File: config.mk
export PLATFORM = sky130hd
export DESIGN_NAME = pad_event_recorder
export DESIGN_NICKNAME = d
export VERILOG_FILES = /design/src/rtl/pad_rec_pkg.sv /design/src/rtl/sync_bus.sv /design/src/rtl/event_fifo.sv /design/src/rtl/uart_tx.sv /design/src/rtl/pad_event_recorder.sv
export SDC_FILE = /design/constraint.sdc
export NUM_CORES = 1
export LEC_CHECK = 0
export ABC_AREA = 1
export CAP_MARGIN = 20
export CORE_MARGIN = 4
export CORE_UTILIZATION = 30
export DETAILED_ROUTE_END_ITERATION = 12
export PLACE_DENSITY = 0.53
export RECOVER_POWER = 100
export SLEW_MARGIN = 20
export SYNTH_ARGS = -nofsm -noshare
export SYNTH_HDL_FRONTEND = slang
export SYNTH_SLANG_ARGS = --single-unit
File: constraint.sdc
create_clock -name clk_i -period 8.37 [get_ports clk_i]
set_input_delay 1.674 -clock clk_i [delete_from_list [all_inputs] [get_ports clk_i]]
set_output_delay 1.674 -clock clk_i [all_outputs]
set_load 0.05 [all_outputs]
File: src/rtl/pad_rec_pkg.sv
package pad_rec_pkg;
  typedef enum logic [1:0] {
    D_IDLE,
    D_LOAD,
    D_SEND
  } drain_state_e;
endpackage

File: src/rtl/sync_bus.sv
module sync_bus #(
  parameter int W      = 1,
  parameter int STAGES = 2
) (
  input  logic         clk_i,
  input  logic         rst_ni,
  input  logic [W-1:0] d_i,
  output logic [W-1:0] q_o
);
  logic [W-1:0] stg [STAGES];

  for (genvar g = 0; g < STAGES; g++) begin : g_stg
    if (g == 0) begin : g_first
      always_ff @(posedge clk_i or negedge rst_ni)
        if (!rst_ni) stg[g] <= '0;
        else         stg[g] <= d_i;
    end else begin : g_next
      always_ff @(posedge clk_i or negedge rst_ni)
        if (!rst_ni) stg[g] <= '0;
        else         stg[g] <= stg[g-1];
    end
  end

  assign q_o = stg[STAGES-1];
endmodule

File: src/rtl/event_fifo.sv
module event_fifo #(
  parameter int W     = 74,
  parameter int DEPTH = 4
) (
  input  logic         clk_i,
  input  logic         rst_ni,
  input  logic         push_i,
  input  logic [W-1:0] wdata_i,
  input  logic         pop_i,
  output logic [W-1:0] rdata_o,
  output logic         full_o,
  output logic         empty_o
);
  localparam int PW = (DEPTH > 1) ? $clog2(DEPTH) : 1;
  localparam int CW = $clog2(DEPTH + 1);

  logic [W-1:0]  mem [DEPTH];
  logic [PW-1:0] wptr, rptr;
  logic [CW-1:0] count;

  assign full_o  = (count == CW'(DEPTH));
  assign empty_o = (count == '0);
  assign rdata_o = mem[rptr];

  always_ff @(posedge clk_i)
    if (push_i) mem[wptr] <= wdata_i;

  always_ff @(posedge clk_i or negedge rst_ni) begin
    if (!rst_ni) begin
      wptr  <= '0;
      rptr  <= '0;
      count <= '0;
    end else begin
      if (push_i) wptr <= (wptr == PW'(DEPTH - 1)) ? '0 : wptr + 1'b1;
      if (pop_i)  rptr <= (rptr == PW'(DEPTH - 1)) ? '0 : rptr + 1'b1;
      if (push_i && !pop_i)      count <= count + 1'b1;
      else if (pop_i && !push_i) count <= count - 1'b1;
    end
  end

  a_r8_no_push_full: assert property (@(posedge clk_i) disable iff (!rst_ni)
    push_i |-> !full_o);
  a_r7_no_pop_empty: assert property (@(posedge clk_i) disable iff (!rst_ni)
    pop_i |-> !empty_o);
endmodule

File: src/rtl/uart_tx.sv
module uart_tx #(
  parameter int CLKS_PER_BIT = 16
) (
  input  logic       clk_i,
  input  logic       rst_ni,
  input  logic       valid_i,
  input  logic [7:0] data_i,
  output logic       ready_o,
  output logic       tx_o
);
  localparam int CW = (CLKS_PER_BIT > 1) ? $clog2(CLKS_PER_BIT) : 1;

  logic [9:0]    sh;
  logic [3:0]    bits_left;
  logic [CW-1:0] tick;
  logic          busy;

  assign busy    = (bits_left != '0);
  assign ready_o = !busy;
  assign tx_o    = busy ? sh[0] : 1'b1;

  always_ff @(posedge clk_i or negedge rst_ni) begin
    if (!rst_ni) begin
      sh        <= '1;
      bits_left <= '0;
      tick      <= '0;
    end else if (!busy) begin
      if (valid_i) begin
        sh        <= {1'b1, data_i, 1'b0};
        bits_left <= 4'd10;
        tick      <= CW'(CLKS_PER_BIT - 1);
      end
    end else if (tick == '0) begin
      sh        <= {1'b1, sh[9:1]};
      bits_left <= bits_left - 1'b1;
      tick      <= CW'(CLKS_PER_BIT - 1);
    end else begin
      tick <= tick - 1'b1;
    end
  end

  a_r6_start_bit: assert property (@(posedge clk_i) disable iff (!rst_ni)
    (valid_i && ready_o) |=> !tx_o);
endmodule

File: src/rtl/pad_event_recorder.sv
module pad_event_recorder
  import pad_rec_pkg::*;
#(
  parameter int N_HITS       = 64,
  parameter int NUM_W        = 10,
  parameter int FIFO_DEPTH   = 4,
  parameter int CLKS_PER_BIT = 16,
  parameter int SYNC_STAGES  = 2,
  parameter int WIN_W        = 4
) (
  input  logic              clk_i,
  input  logic              rst_ni,
  input  logic [N_HITS-1:0] hit_i,
  input  logic              trig_i,
  input  logic              eos_i,
  input  logic [WIN_W-1:0]  win_len_i,
  output logic              tx_o,
  output logic              drain_o,
  output logic              ovf_o
);
  localparam int REC_W   = N_HITS + NUM_W;
  localparam int N_BYTES = (REC_W + 7) / 8;
  localparam int PAD_W   = N_BYTES * 8;
  localparam int BI_W    = $clog2(N_BYTES);

  logic [N_HITS-1:0] hit_s;
  logic [1:0]        ctl_s;
  logic              trig_d, eos_d, trig_edge, eos_edge;

  sync_bus #(.W(N_HITS), .STAGES(SYNC_STAGES)) u_sync_hit (
    .clk_i, .rst_ni, .d_i(hit_i), .q_o(hit_s));
  sync_bus #(.W(2), .STAGES(SYNC_STAGES)) u_sync_ctl (
    .clk_i, .rst_ni, .d_i({eos_i, trig_i}), .q_o(ctl_s));

  always_ff @(posedge clk_i or negedge rst_ni)
    if (!rst_ni) {eos_d, trig_d} <= '0;
    else         {eos_d, trig_d} <= ctl_s;

  assign trig_edge = ctl_s[0] && !trig_d;
  assign eos_edge  = ctl_s[1] && !eos_d;

  // capture window
  logic              win_open, push, busy, drain_done;
  logic [WIN_W-1:0]  win_cnt;
  logic [N_HITS-1:0] acc;
  logic [NUM_W-1:0]  trig_num;
  logic              ovf_q;
  logic              fifo_full, fifo_empty, pop;
  logic [REC_W-1:0]  fifo_rdata;

  assign push = win_open && (win_cnt == '0);

  always_ff @(posedge clk_i or negedge rst_ni) begin
    if (!rst_ni) begin
      win_open <= 1'b0;
      win_cnt  <= '0;
      acc      <= '0;
      trig_num <= '0;
      ovf_q    <= 1'b0;
    end else begin
      if (win_open) begin
        acc <= acc | hit_s;
        if (win_cnt == '0) win_open <= 1'b0;
        else               win_cnt  <= win_cnt - 1'b1;
      end else if (trig_edge && !busy) begin
        if (fifo_full) begin
          ovf_q <= 1'b1;
        end else begin
          win_open <= 1'b1;
          win_cnt  <= (win_len_i == '0) ? '0 : win_len_i - 1'b1;
          acc      <= '0;
        end
      end
      if (push) trig_num <= trig_num + 1'b1;
      if (drain_done) ovf_q <= 1'b0;
    end
  end

  event_fifo #(.W(REC_W), .DEPTH(FIFO_DEPTH)) u_fifo (
    .clk_i, .rst_ni,
    .push_i  (push),
    .wdata_i ({trig_num, acc | hit_s}),
    .pop_i   (pop),
    .rdata_o (fifo_rdata),
    .full_o  (fifo_full),
    .empty_o (fifo_empty));

  // drain sequencer
  drain_state_e      d_state;
  logic              drain_pend;
  logic [PAD_W-1:0]  sh;
  logic [BI_W-1:0]   byte_idx;
  logic              tx_valid, tx_ready, last_byte;

  assign busy      = drain_pend || (d_state != D_IDLE);
  assign pop       = (d_state == D_LOAD);
  assign tx_valid  = (d_state == D_SEND);
  assign last_byte = (byte_idx == BI_W'(N_BYTES - 1));
  assign drain_done =
      ((d_state == D_IDLE) && drain_pend && !win_open && fifo_empty) ||
      ((d_state == D_SEND) && tx_ready && last_byte && fifo_empty);

  always_ff @(posedge clk_i or negedge rst_ni) begin
    if (!rst_ni) begin
      d_state    <= D_IDLE;
      drain_pend <= 1'b0;
      sh         <= '0;
      byte_idx   <= '0;
    end else begin
      unique case (d_state)
        D_IDLE: begin
          if (drain_pend && !win_open) begin
            drain_pend <= 1'b0;
            if (!fifo_empty) d_state <= D_LOAD;
          end else if (eos_edge) begin
            drain_pend <= 1'b1;
          end
        end
        D_LOAD: begin
          sh       <= PAD_W'(fifo_rdata);
          byte_idx <= '0;
          d_state  <= D_SEND;
        end
        D_SEND: begin
          if (tx_ready) begin
            sh <= sh >> 8;
            if (last_byte) d_state  <= fifo_empty ? D_IDLE : D_LOAD;
            else           byte_idx <= byte_idx + 1'b1;
          end
        end
        default: d_state <= D_IDLE;
      endcase
    end
  end

  uart_tx #(.CLKS_PER_BIT(CLKS_PER_BIT)) u_uart (
    .clk_i, .rst_ni,
    .valid_i (tx_valid),
    .data_i  (sh[7:0]),
    .ready_o (tx_ready),
    .tx_o    (tx_o));

  assign drain_o = busy;
  assign ovf_o   = ovf_q;

  a_r4_num_step: assert property (@(posedge clk_i) disable iff (!rst_ni)
    push |=> trig_num == $past(trig_num) + 1'b1);
  a_r4_num_hold: assert property (@(posedge clk_i) disable iff (!rst_ni)
    !push |=> $stable(trig_num));
  a_r10_no_capture_busy: assert property (@(posedge clk_i) disable iff (!rst_ni)
    (trig_edge && busy && !win_open) |=> !win_open);
  a_r8_ovf_sticky: assert property (@(posedge clk_i) disable iff (!rst_ni)
    (ovf_q && !drain_done) |=> ovf_q);
  a_r9_ovf_clear: assert property (@(posedge clk_i) disable iff (!rst_ni)
    drain_done |=> !ovf_q);
endmodule

==> impl_metrics.env, run 1 <==
export IMPL_min_path_cells=0
export IMPL_multi_input_area_um2=6170
export IMPL_required_ns=8.84
export IMPL_regToRegSetupSlack_ns=3.03
export IMPL_crit_top_cell="nand2_1"
export IMPL_via_per_inst=4.37
export IMPL_p_leak_nw=11.9
export IMPL_violations="capacitance limit, slew limit"
export IMPL_port_buffers=74
export IMPL_cts_hold_buf=0
export IMPL_critPathCaptureType="flip-flop"
export IMPL_grt_pass1_wl_um=83000
export IMPL_worstHoldPathType="flip-flop to flip-flop"
export IMPL_vias=14639
export IMPL_ant_nets=0
export IMPL_drt_first_iter_violations=967
export IMPL_area_delta_synth_final_pct=17.2
export IMPL_clkLatencyLatePin_ns=0.60
export IMPL_cts_resized_gates=0
export IMPL_start_util_pct=30.3
export IMPL_critPathLaunchType="flip-flop"
export IMPL_ys_seq_area_share_pct=70.5
export IMPL_grt_pass1_vias=15163
export IMPL_finalNetCount=2327
export IMPL_hp_start="u_sync_hit.stg[69]"
export IMPL_fin_area_um2=28100
export IMPL_fmax_ghz=0.187
export IMPL_wl_per_cell_um=15.2
export IMPL_worst_path_max_fanout=67
export IMPL_criticalPathCategory="flip-flop to flip-flop"
export IMPL_grt_overflow=0
export IMPL_finalNonFillerCells=3350
export IMPL_highest_layer="met4"
export IMPL_drc=0
export IMPL_slew_viol_final=461
export IMPL_dr_wl_met3_um=1970
export IMPL_cts_buffer_depth=3
export IMPL_clock_root_buffer="clkbuf_16"
export IMPL_syn_nets=2262
export IMPL_synth_area_um2=24000
export IMPL_grt_max_degree=143
export IMPL_rr_startpoint="u_uart.bits_left[0]"
export IMPL_worstMarginPinSlew_ns=4.14
export IMPL_synth_cell_types=32
export IMPL_grt_total_usage_pct=12.1
export IMPL_rsz0062_at_grt="false"
export IMPL_routed_wl_um=51000
export IMPL_core_um2=79100
export IMPL_tns_ns=0
export IMPL_cts_buffers=72
export IMPL_layout_drive_gt1_share_pct=14.7
export IMPL_final_cell_mix="794 x nand2_1, 307 x dfrtp_1, 296 x edfxtp_1"
export IMPL_first_pass_iters=6
export IMPL_htreeDepth=3
export IMPL_dieArea_um2=84500
export IMPL_relSlewSlack_pct=-176
export IMPL_ys_ff_latch=615
export IMPL_min_to="u_sync_hit.q_o[5]"
export IMPL_fillers=7772
export IMPL_clock_sinks=615
export IMPL_avgSynthCellArea_um2=11.0
export IMPL_fp_dieW_um=291
export IMPL_yosys_warnings=0
export IMPL_final_common_cell="nand2_1"
export IMPL_place_area_um2=25700
export IMPL_routabilityCongestion=0.748
export IMPL_irDropWorstVdd_mv=0.170
export IMPL_status="complete, but fails checks"
export IMPL_syn_inst=2175
export IMPL_clk_pin_slew_worst_paths_ns=0.06
export IMPL_io_pins=75
export IMPL_met2_length_um=24000
export IMPL_regToRegEndpoint="sh[32]"
export IMPL_clock_skew_ns=0.0157
export IMPL_worst_r2r_cell_count=10
export IMPL_fin_crit_sh_pct=63.8
export IMPL_slowest_stage="nand2_1"
export IMPL_place_inst=3215
export IMPL_dp_hpwl_um=27700
export IMPL_antenna_found_initial=1
export IMPL_powerDensity_nw_per_um2=351
export IMPL_drt_met1_wl_um=24000
export IMPL_post_cts_buffers=0
export IMPL_diodes=0
export IMPL_regArea_um2=16900
export IMPL_finalCriticalPeriod_ns=5.34
export IMPL_hold_violations=0
export IMPL_cp_cell_sequence="inv_1 -> ha_1 -> nand3_1 -> inv_1 -> nand2_1 -> nand2_1 -> inv_2 -> buf_4 -> nand2_1 -> nand2_1"
export IMPL_rows=103
export IMPL_crit_arrival_ns=5.81
export IMPL_cap_viol_max_count=8
export IMPL_cts_tree="yes"
export IMPL_setup_viol=0
export IMPL_max_stage_delay_ns=1.89
export IMPL_fp_dieH_um=291
layer usage:
metal  GRT usage, %  vias up
met3           2.03       66
met2           19.8      243
met5              0        -
met4           3.82        0
li1               -     7180
met1           16.6     7150
logic make-up after synthesis:
kind of cell / share of synthesized area [%]
flip-flops: 70.5
buffers and inverters: 3.77
adder cells (fa/ha/maj): 0.815
AO/OA/AOI/OAI: 1.26
XOR/XNOR: 0.439
AND/OR/NAND/NOR: 23.2
multiplexers: 0.0470
how the worst max path moves through the flow:
stage | endpoint | startpoint | cells past startpoint | slack (ns)
floorplan | u_fifo.mem[0][0] | win_cnt[0] | 5 | 3.86
global placement | tx_o | u_uart.bits_left[0] | 5 | 4.81
detailed placement | tx_o | u_uart.bits_left[0] | 5 | 4.73
CTS | tx_o | u_uart.bits_left[0] | 5 | 4.06
global route | acc[11] | rst_ni | 2 | 2.29
finish | sh[32] | u_uart.bits_left[0] | 10 | 3.03
layout make-up:
| cell class | count | share of cell area [%] |
|---|---|---|
| well taps | 1050 | 4.68 |
| repair buffers | 88 | 3.08 |
| inverters | 113 | 1.52 |
| multi-input cells | 1350 | 22.0 |
| clock buffers | 100 | 7.26 |
| clock inverters | 34 | 1.32 |
| flip-flops and latches | 615 | 60.2 |
worst max-delay path, delay by kind of cell (launching register included):
family / cells / cell delay [ns]
AND/OR/NAND/NOR: 5 / 2.66
adder cells (fa/ha/maj): 1 / 0.20
buffers and inverters: 4 / 1.90
flip-flops: 1 / 0.39
power by group:
group / total (mW) / switching, mW / internal (mW)
Sequential: 4.04 / 0.270 / 3.77
Combinational: 2.67 / 1.75 / 0.914
Clock: 3.14 / 1.24 / 1.90
synthesized netlist by cell type:
cell type,number,area share (%)
dfstp_2,9,0.99
or2_2,195,5.1
edfxtp_1,296,37
o22ai_1,11,0.29
buf_6,6,0.28
inv_1,105,1.6
nand2_2,2,0.052
buf_1,5,0.078
nand2_1,793,12
nor2_2,2,0.052
o21ai_0,35,0.73
o32ai_1,1,0.037
nand4_1,4,0.10
buf_2,38,0.79
xor2_1,7,0.26
inv_2,7,0.11
a21oi_1,7,0.15
nand3_2,1,0.042
clkbuf_1,42,0.66
a22oi_1,2,0.063
clkinv_1,1,0.016
mux2_2,1,0.047
dfrtp_1,310,32
ha_1,14,0.73
nor2_4,1,0.047
nand3_1,220,4.6
or2_0,3,0.078
nor2_1,42,0.66
xnor2_1,5,0.18
buf_4,6,0.19
nor3_1,3,0.063
fa_1,1,0.084
stage by stage:
| stage | hold WS (ns) | util (%) | total power [mW] | setup WS (ns) |
|---|---|---|---|---|
| after floorplan | 0.331 | - | 6.01 | 3.86 |
| after global placement | 0.334 | 32.5 | 6.70 | 4.81 |
| after detailed placement | 0.335 | 32.5 | 6.79 | 4.73 |
| after CTS | 0.347 | 35.5 | 9.99 | 4.06 |
| after global routing | 0.348 | 35.5 | 10.6 | 2.29 |
| final | 0.343 | 35.5 | 9.84 | 3.03 |
state kept, by name, indices dropped and copies added, names as in the netlist, 2 cells and up:
register          cells
trig_num             10
win_cnt               4
u_fifo.count          3
u_fifo.wptr           2
u_uart.sh             9
u_uart.bits_left      4
byte_idx              4
acc                  64
u_sync_hit.stg       64
d_state               2
u_uart.tick           4
u_sync_ctl.q_o        2
u_sync_hit.q_o       64
u_fifo.rptr           2
sh                   74
u_sync_ctl.stg        2
u_fifo.mem          296
Power figures use the tool's default switching activity.
==> run 2: changes to the inputs <==
- PLACE_DENSITY: 0.53 -> 0.54
- clock period: 8.37 -> 4.3 ns (I/O delays scaled with it)
==> impl_metrics.env, run 2 (synthesis gave the netlist of run 1 again) <==
export IMPL_irDropWorstVdd_mv=0.423
export IMPL_powerDensity_nw_per_um2=668
export IMPL_via_per_inst=4.39
export IMPL_clkLatencyLatePin_ns=0.60
export IMPL_critPathCaptureType="output pin"
export IMPL_grt_max_degree=177
export IMPL_rsz0062_at_grt="false"
export IMPL_largest_register="u_fifo.mem"
export IMPL_fp_dieH_um=291
export IMPL_fin_util_pct=35.3
export IMPL_finalNetCount=2333
export IMPL_largest_reg_flops=296
export IMPL_routabilityCongestion=0.726
export IMPL_clock_sinks=615
export IMPL_worst_path_max_fanout=14
export IMPL_grt_total_usage_pct=11.9
export IMPL_final_cell_mix="795 x nand2_1, 307 x dfrtp_1, 296 x edfxtp_1"
export IMPL_cap_viol_max_count=9
export IMPL_vias=14693
export IMPL_wl_per_cell_um=15.1
export IMPL_status="complete, but fails checks"
export IMPL_core_um2=79100
export IMPL_top_regs="u_fifo.mem: 296 flops, sh: 74 flops"
export IMPL_antenna_found_initial=0
export IMPL_start_util_pct=30.3
export IMPL_violations="capacitance limit, slew limit"
export IMPL_port_buffers=74
export IMPL_io_pins=75
export IMPL_fp_dieW_um=291
export IMPL_required_ns=3.44
export IMPL_first_pass_iters=5
export IMPL_rr_startpoint="win_cnt[0]"
export IMPL_multi_input_area_um2=6190
export IMPL_drt_first_iter_violations=1010
export IMPL_grt_pass1_wl_um=81800
export IMPL_fillers=7803
export IMPL_crit_arrival_ns=2.82
export IMPL_cts_buffers=66
export IMPL_htreeDepth=3
export IMPL_tns_ns=0
export IMPL_drc=0
export IMPL_grt_overflow=0
export IMPL_p_leak_nw=11.8
export IMPL_cts_hold_buf=0
export IMPL_slew_viol_final=573
export IMPL_layout_drive_gt1_share_pct=14.0
export IMPL_setup_viol=0
export IMPL_finalCriticalPeriod_ns=3.68
export IMPL_hold_violations=0
export IMPL_fmax_ghz=0.272
export IMPL_area_delta_synth_final_pct=16.4
export IMPL_regToRegSetupSlack_ns=0.67
export IMPL_regToRegEndpoint="u_fifo.mem[3][50]"
export IMPL_rows=103
export IMPL_worstHoldPathType="flip-flop to flip-flop"
export IMPL_diodes=0
export IMPL_clk_pin_slew_worst_paths_ns=0.06
export IMPL_criticalPathCategory="flip-flop to output pin"
export IMPL_relSlewSlack_pct=-67.9
export IMPL_critPathLaunchType="flip-flop"
export IMPL_cts_resized_gates=0
export IMPL_routed_wl_um=50400
export IMPL_regArea_um2=16900
export IMPL_cts_buffer_depth=3
export IMPL_min_to="u_sync_hit.q_o[60]"
export IMPL_grt_pass1_vias=14816
export IMPL_fin_crit_sh_pct=85.6
export IMPL_ant_nets=0
export IMPL_final_common_cell="nand2_1"
export IMPL_dieArea_um2=84500
export IMPL_finalPower_mw=18.6
export IMPL_cts_tree="yes"
export IMPL_hp_start="u_sync_hit.stg[124]"
export IMPL_dp_hpwl_um=28400
export IMPL_worstMarginPinSlew_ns=2.52
export IMPL_worst_r2r_cell_count=5
export IMPL_whs_ns=0.345
export IMPL_clock_skew_ns=0.0205
export IMPL_clock_root_buffer="clkbuf_16"
export IMPL_post_cts_buffers=0
export IMPL_min_path_cells=0
run 2: metrics by stage:
step,std cells,setup WS (ns),instance area (um^2)
3_5_place_dp,3228,1.44,25900
6_report,3349,0.620,27900
2_1_floorplan,2175,-0.208,24000
3_3_place_gp,3228,1.51,25900
5_1_grt,3349,0.366,27900
4_1_cts,3349,0.780,28000
run 2: worst max path at each step:
stage / slack, ns / end / startpoint / cells after the start
5_1_grt: 0.37 / u_fifo.mem[3][50] / win_cnt[0] / 5
3_5_place_dp: 1.44 / tx_o / u_uart.bits_left[0] / 5
3_3_place_gp: 1.51 / tx_o / u_uart.bits_left[0] / 5
2_1_floorplan: -0.21 / u_fifo.mem[0][0] / win_cnt[0] / 5
4_1_cts: 0.78 / tx_o / u_uart.bits_left[0] / 5
6_report: 0.62 / tx_o / u_uart.bits_left[0] / 5
run 2: cell type report:
cell class	count	area share, %
tap	1050	4.71
multi-input combinational	1350	22.2
timing repair buffer	100	3.31
inverter	113	1.53
clock buffer	96	7.00
clock inverter	25	0.740
sequential	615	60.5
run 2: where the power goes:
group / total, mW / internal [mW] / switching (mW) / leakage, nW
logic: 5.11 / 1.75 / 3.36 / 4.45
clock network: 5.60 / 3.34 / 2.26 / 1.06
registers: 7.92 / 7.33 / 0.587 / 6.33
run 2: worst max-delay path, cell delays in order (launching register included):
cell and delay [ns]:
dfrtp_1 0.40, inv_1 0.11, ha_1 0.20, nand3_1 0.41
nand2_1 0.23, dlygate4sd3_1 0.90
run 2: routing by layer:
| layer | up-vias | share of wire [%] | GRT usage [%] |
|---|---|---|---|
| met5 | - | 0 | 0 |
| met4 | 0 | 1.6 | 3.41 |
| met3 | 66 | 4.6 | 2.32 |
| met2 | 287 | 48 | 19.5 |
| met1 | 7169 | 46 | 16.2 |
| li1 | 7171 | - | - |
==> run 3: changes to the inputs <==
--- a/constraint.sdc
+++ b/constraint.sdc
@@ -3,2 +3,2 @@
 set_output_delay 0.86 -clock clk_i [all_outputs]
-set_load 0.05 [all_outputs]
+set_load 0.02 [all_outputs]
==> impl_metrics.env, run 3 (synthesis gave the netlist of run 1 again) <==
export IMPL_rsz0062_at_grt="false"
export IMPL_antenna_found_initial=0
export IMPL_rows=103
export IMPL_drc=0
export IMPL_rr_startpoint="win_cnt[0]"
export IMPL_fp_dieW_um=291
export IMPL_setup_viol=0
export IMPL_met2_length_um=24900
export IMPL_start_util_pct=30.3
export IMPL_clkLatencyLatePin_ns=0.59
export IMPL_clk_pin_slew_worst_paths_ns=0.06
export IMPL_cp_top_family="simple AND/OR/NAND/NOR gates"
export IMPL_grt_pass1_vias=15491
export IMPL_finalPower_mw=18.7
export IMPL_cap_viol_max_count=6
export IMPL_worst_path_max_fanout=17
export IMPL_grt_pass1_wl_um=84400
export IMPL_htreeDepth=3
export IMPL_tns_ns=0
export IMPL_finalCriticalPeriod_ns=3.55
export IMPL_vias=14715
export IMPL_worst_r2r_cell_count=5
export IMPL_min_to="u_sync_hit.q_o[22]"
export IMPL_final_cell_mix="795 x nand2_1, 308 x dfrtp_1, 296 x edfxtp_1"
export IMPL_highest_layer="met4"
export IMPL_final_common_cell="nand2_1"
export IMPL_criticalPathCategory="flip-flop to flip-flop"
export IMPL_post_cts_buffers=0
export IMPL_critPathLaunchType="flip-flop"
export IMPL_diodes=0
export IMPL_status="complete, but fails checks"
export IMPL_fillers=7754
export IMPL_drt_met1_wl_um=23000
export IMPL_core_um2=79100
export IMPL_relSlewSlack_pct=-75.2
export IMPL_finalNetCount=2332
export IMPL_fin_area_um2=28000
export IMPL_hold_violations=0
export IMPL_fp_dieH_um=291
export IMPL_area_delta_synth_final_pct=16.9
export IMPL_fmax_ghz=0.282
export IMPL_critPathCaptureType="flip-flop"
export IMPL_layout_drive_gt1_share_pct=14.6
export IMPL_cts_buffer_depth=3
export IMPL_irDropWorstVdd_mv=0.538
export IMPL_fin_crit_sh_pct=82.5
export IMPL_largest_reg_flops=296
export IMPL_hp_start="u_sync_hit.stg[86]"
export IMPL_cts_buffers=66
export IMPL_required_ns=4.57
export IMPL_grt_overflow=0
export IMPL_clock_root_buffer="clkbuf_16"
export IMPL_dp_hpwl_um=28900
export IMPL_max_stage_delay_ns=1.59
export IMPL_worstHoldPathType="flip-flop to flip-flop"
export IMPL_p_leak_nw=11.9
export IMPL_cp_num_buf_inv=2
export IMPL_place_area_um2=25900
export IMPL_violations="capacitance limit, slew limit"
export IMPL_ant_nets=0
export IMPL_routabilityCongestion=0.723
export IMPL_dr_wl_met3_um=2080
export IMPL_place_inst=3227
export IMPL_routed_wl_um=51100
export IMPL_grt_total_usage_pct=12.2
export IMPL_grt_max_degree=217
export IMPL_slew_viol_final=337
export IMPL_port_buffers=74
export IMPL_largest_register="u_fifo.mem"
export IMPL_regToRegEndpoint="u_fifo.mem[0][62]"
export IMPL_crit_arrival_ns=3.82
export IMPL_cp_cell_sequence="inv_1 -> ha_1 -> nand3_1 -> nor2_1 -> buf_4"
export IMPL_io_pins=75
export IMPL_finalNonFillerCells=3348
export IMPL_top_regs="u_fifo.mem: 296 flops, sh: 74 flops"
export IMPL_via_per_inst=4.40
export IMPL_first_pass_iters=5
export IMPL_clock_sinks=615
export IMPL_slowest_stage="nor2_1"
export IMPL_worstMarginPinSlew_ns=2.62
export IMPL_powerDensity_nw_per_um2=669
export IMPL_cts_hold_buf=0
export IMPL_cts_resized_gates=0
export IMPL_drt_first_iter_violations=929
export IMPL_wl_per_cell_um=15.3
export IMPL_regToRegSetupSlack_ns=0.75
export IMPL_dieArea_um2=84500
export IMPL_min_path_cells=0
export IMPL_cts_tree="yes"
export IMPL_clock_skew_ns=0.0157
-- run 3: changes by cell type in the layout (fill, tap and decap cells not counted), sizes merged --
| cell | previous run | this run |
|---|---|---|
| buf | 13 | 20 |
| clkbuf | 109 | 103 |
| bufinv | 3 | 6 |
| clkinvlp | 2 | 0 |
| dlymetal6s2s | 1 | 0 |
| clkinv | 21 | 16 |
| inv | 112 | 115 |
-- run 3: through the flow --
stage,hold WS (ns),setup slack (ns),util (%)
after floorplan,0.331,-0.208,-
after global placement,0.332,1.49,32.7
after detailed placement,0.335,1.42,32.7
after CTS,0.293,0.951,35.5
after global routing,0.349,0.498,35.4
final,0.342,0.753,35.4
-- run 3: worst max-delay path by stage --
stage                                   start           endpoint  slack [ns]  cells after the start
after global placement             win_cnt[0]    u_fifo.count[2]        1.49                     10
after CTS                 u_uart.bits_left[0]               tx_o        0.95                      5
final                              win_cnt[0]  u_fifo.mem[0][62]        0.75                      5
after floorplan                    win_cnt[0]   u_fifo.mem[0][0]       -0.21                      5
after global routing                   rst_ni             sh[42]        0.50                      2
after detailed placement           win_cnt[0]  u_fifo.mem[2][28]        1.42                      5
-- run 3: cell type report --
class	instances	area, um^2	area share [%]
clock buffer	97	1870	6.69
timing repair buffer	99	1010	3.59
inverter	113	429	1.53
clock inverter	24	315	1.13
multi-input combinational	1350	6180	22.1
tap	1050	1310	4.69
sequential	615	16900	60.3
-- run 3: power breakdown --
part | leakage (nW) | total [mW] | switching [mW] | internal (mW)
combinational | 4.48 | 5.14 | 3.36 | 1.78
sequential | 6.33 | 7.88 | 0.552 | 7.33
clock | 1.08 | 5.71 | 2.29 | 3.41
-- run 3: metal layers --
metal	global-route usage, %	vias to the layer above
li1	-	7173
met1	16.1	7212
met2	20.5	257
met3	2.06	73
met4	4.29	0
met5	0	-
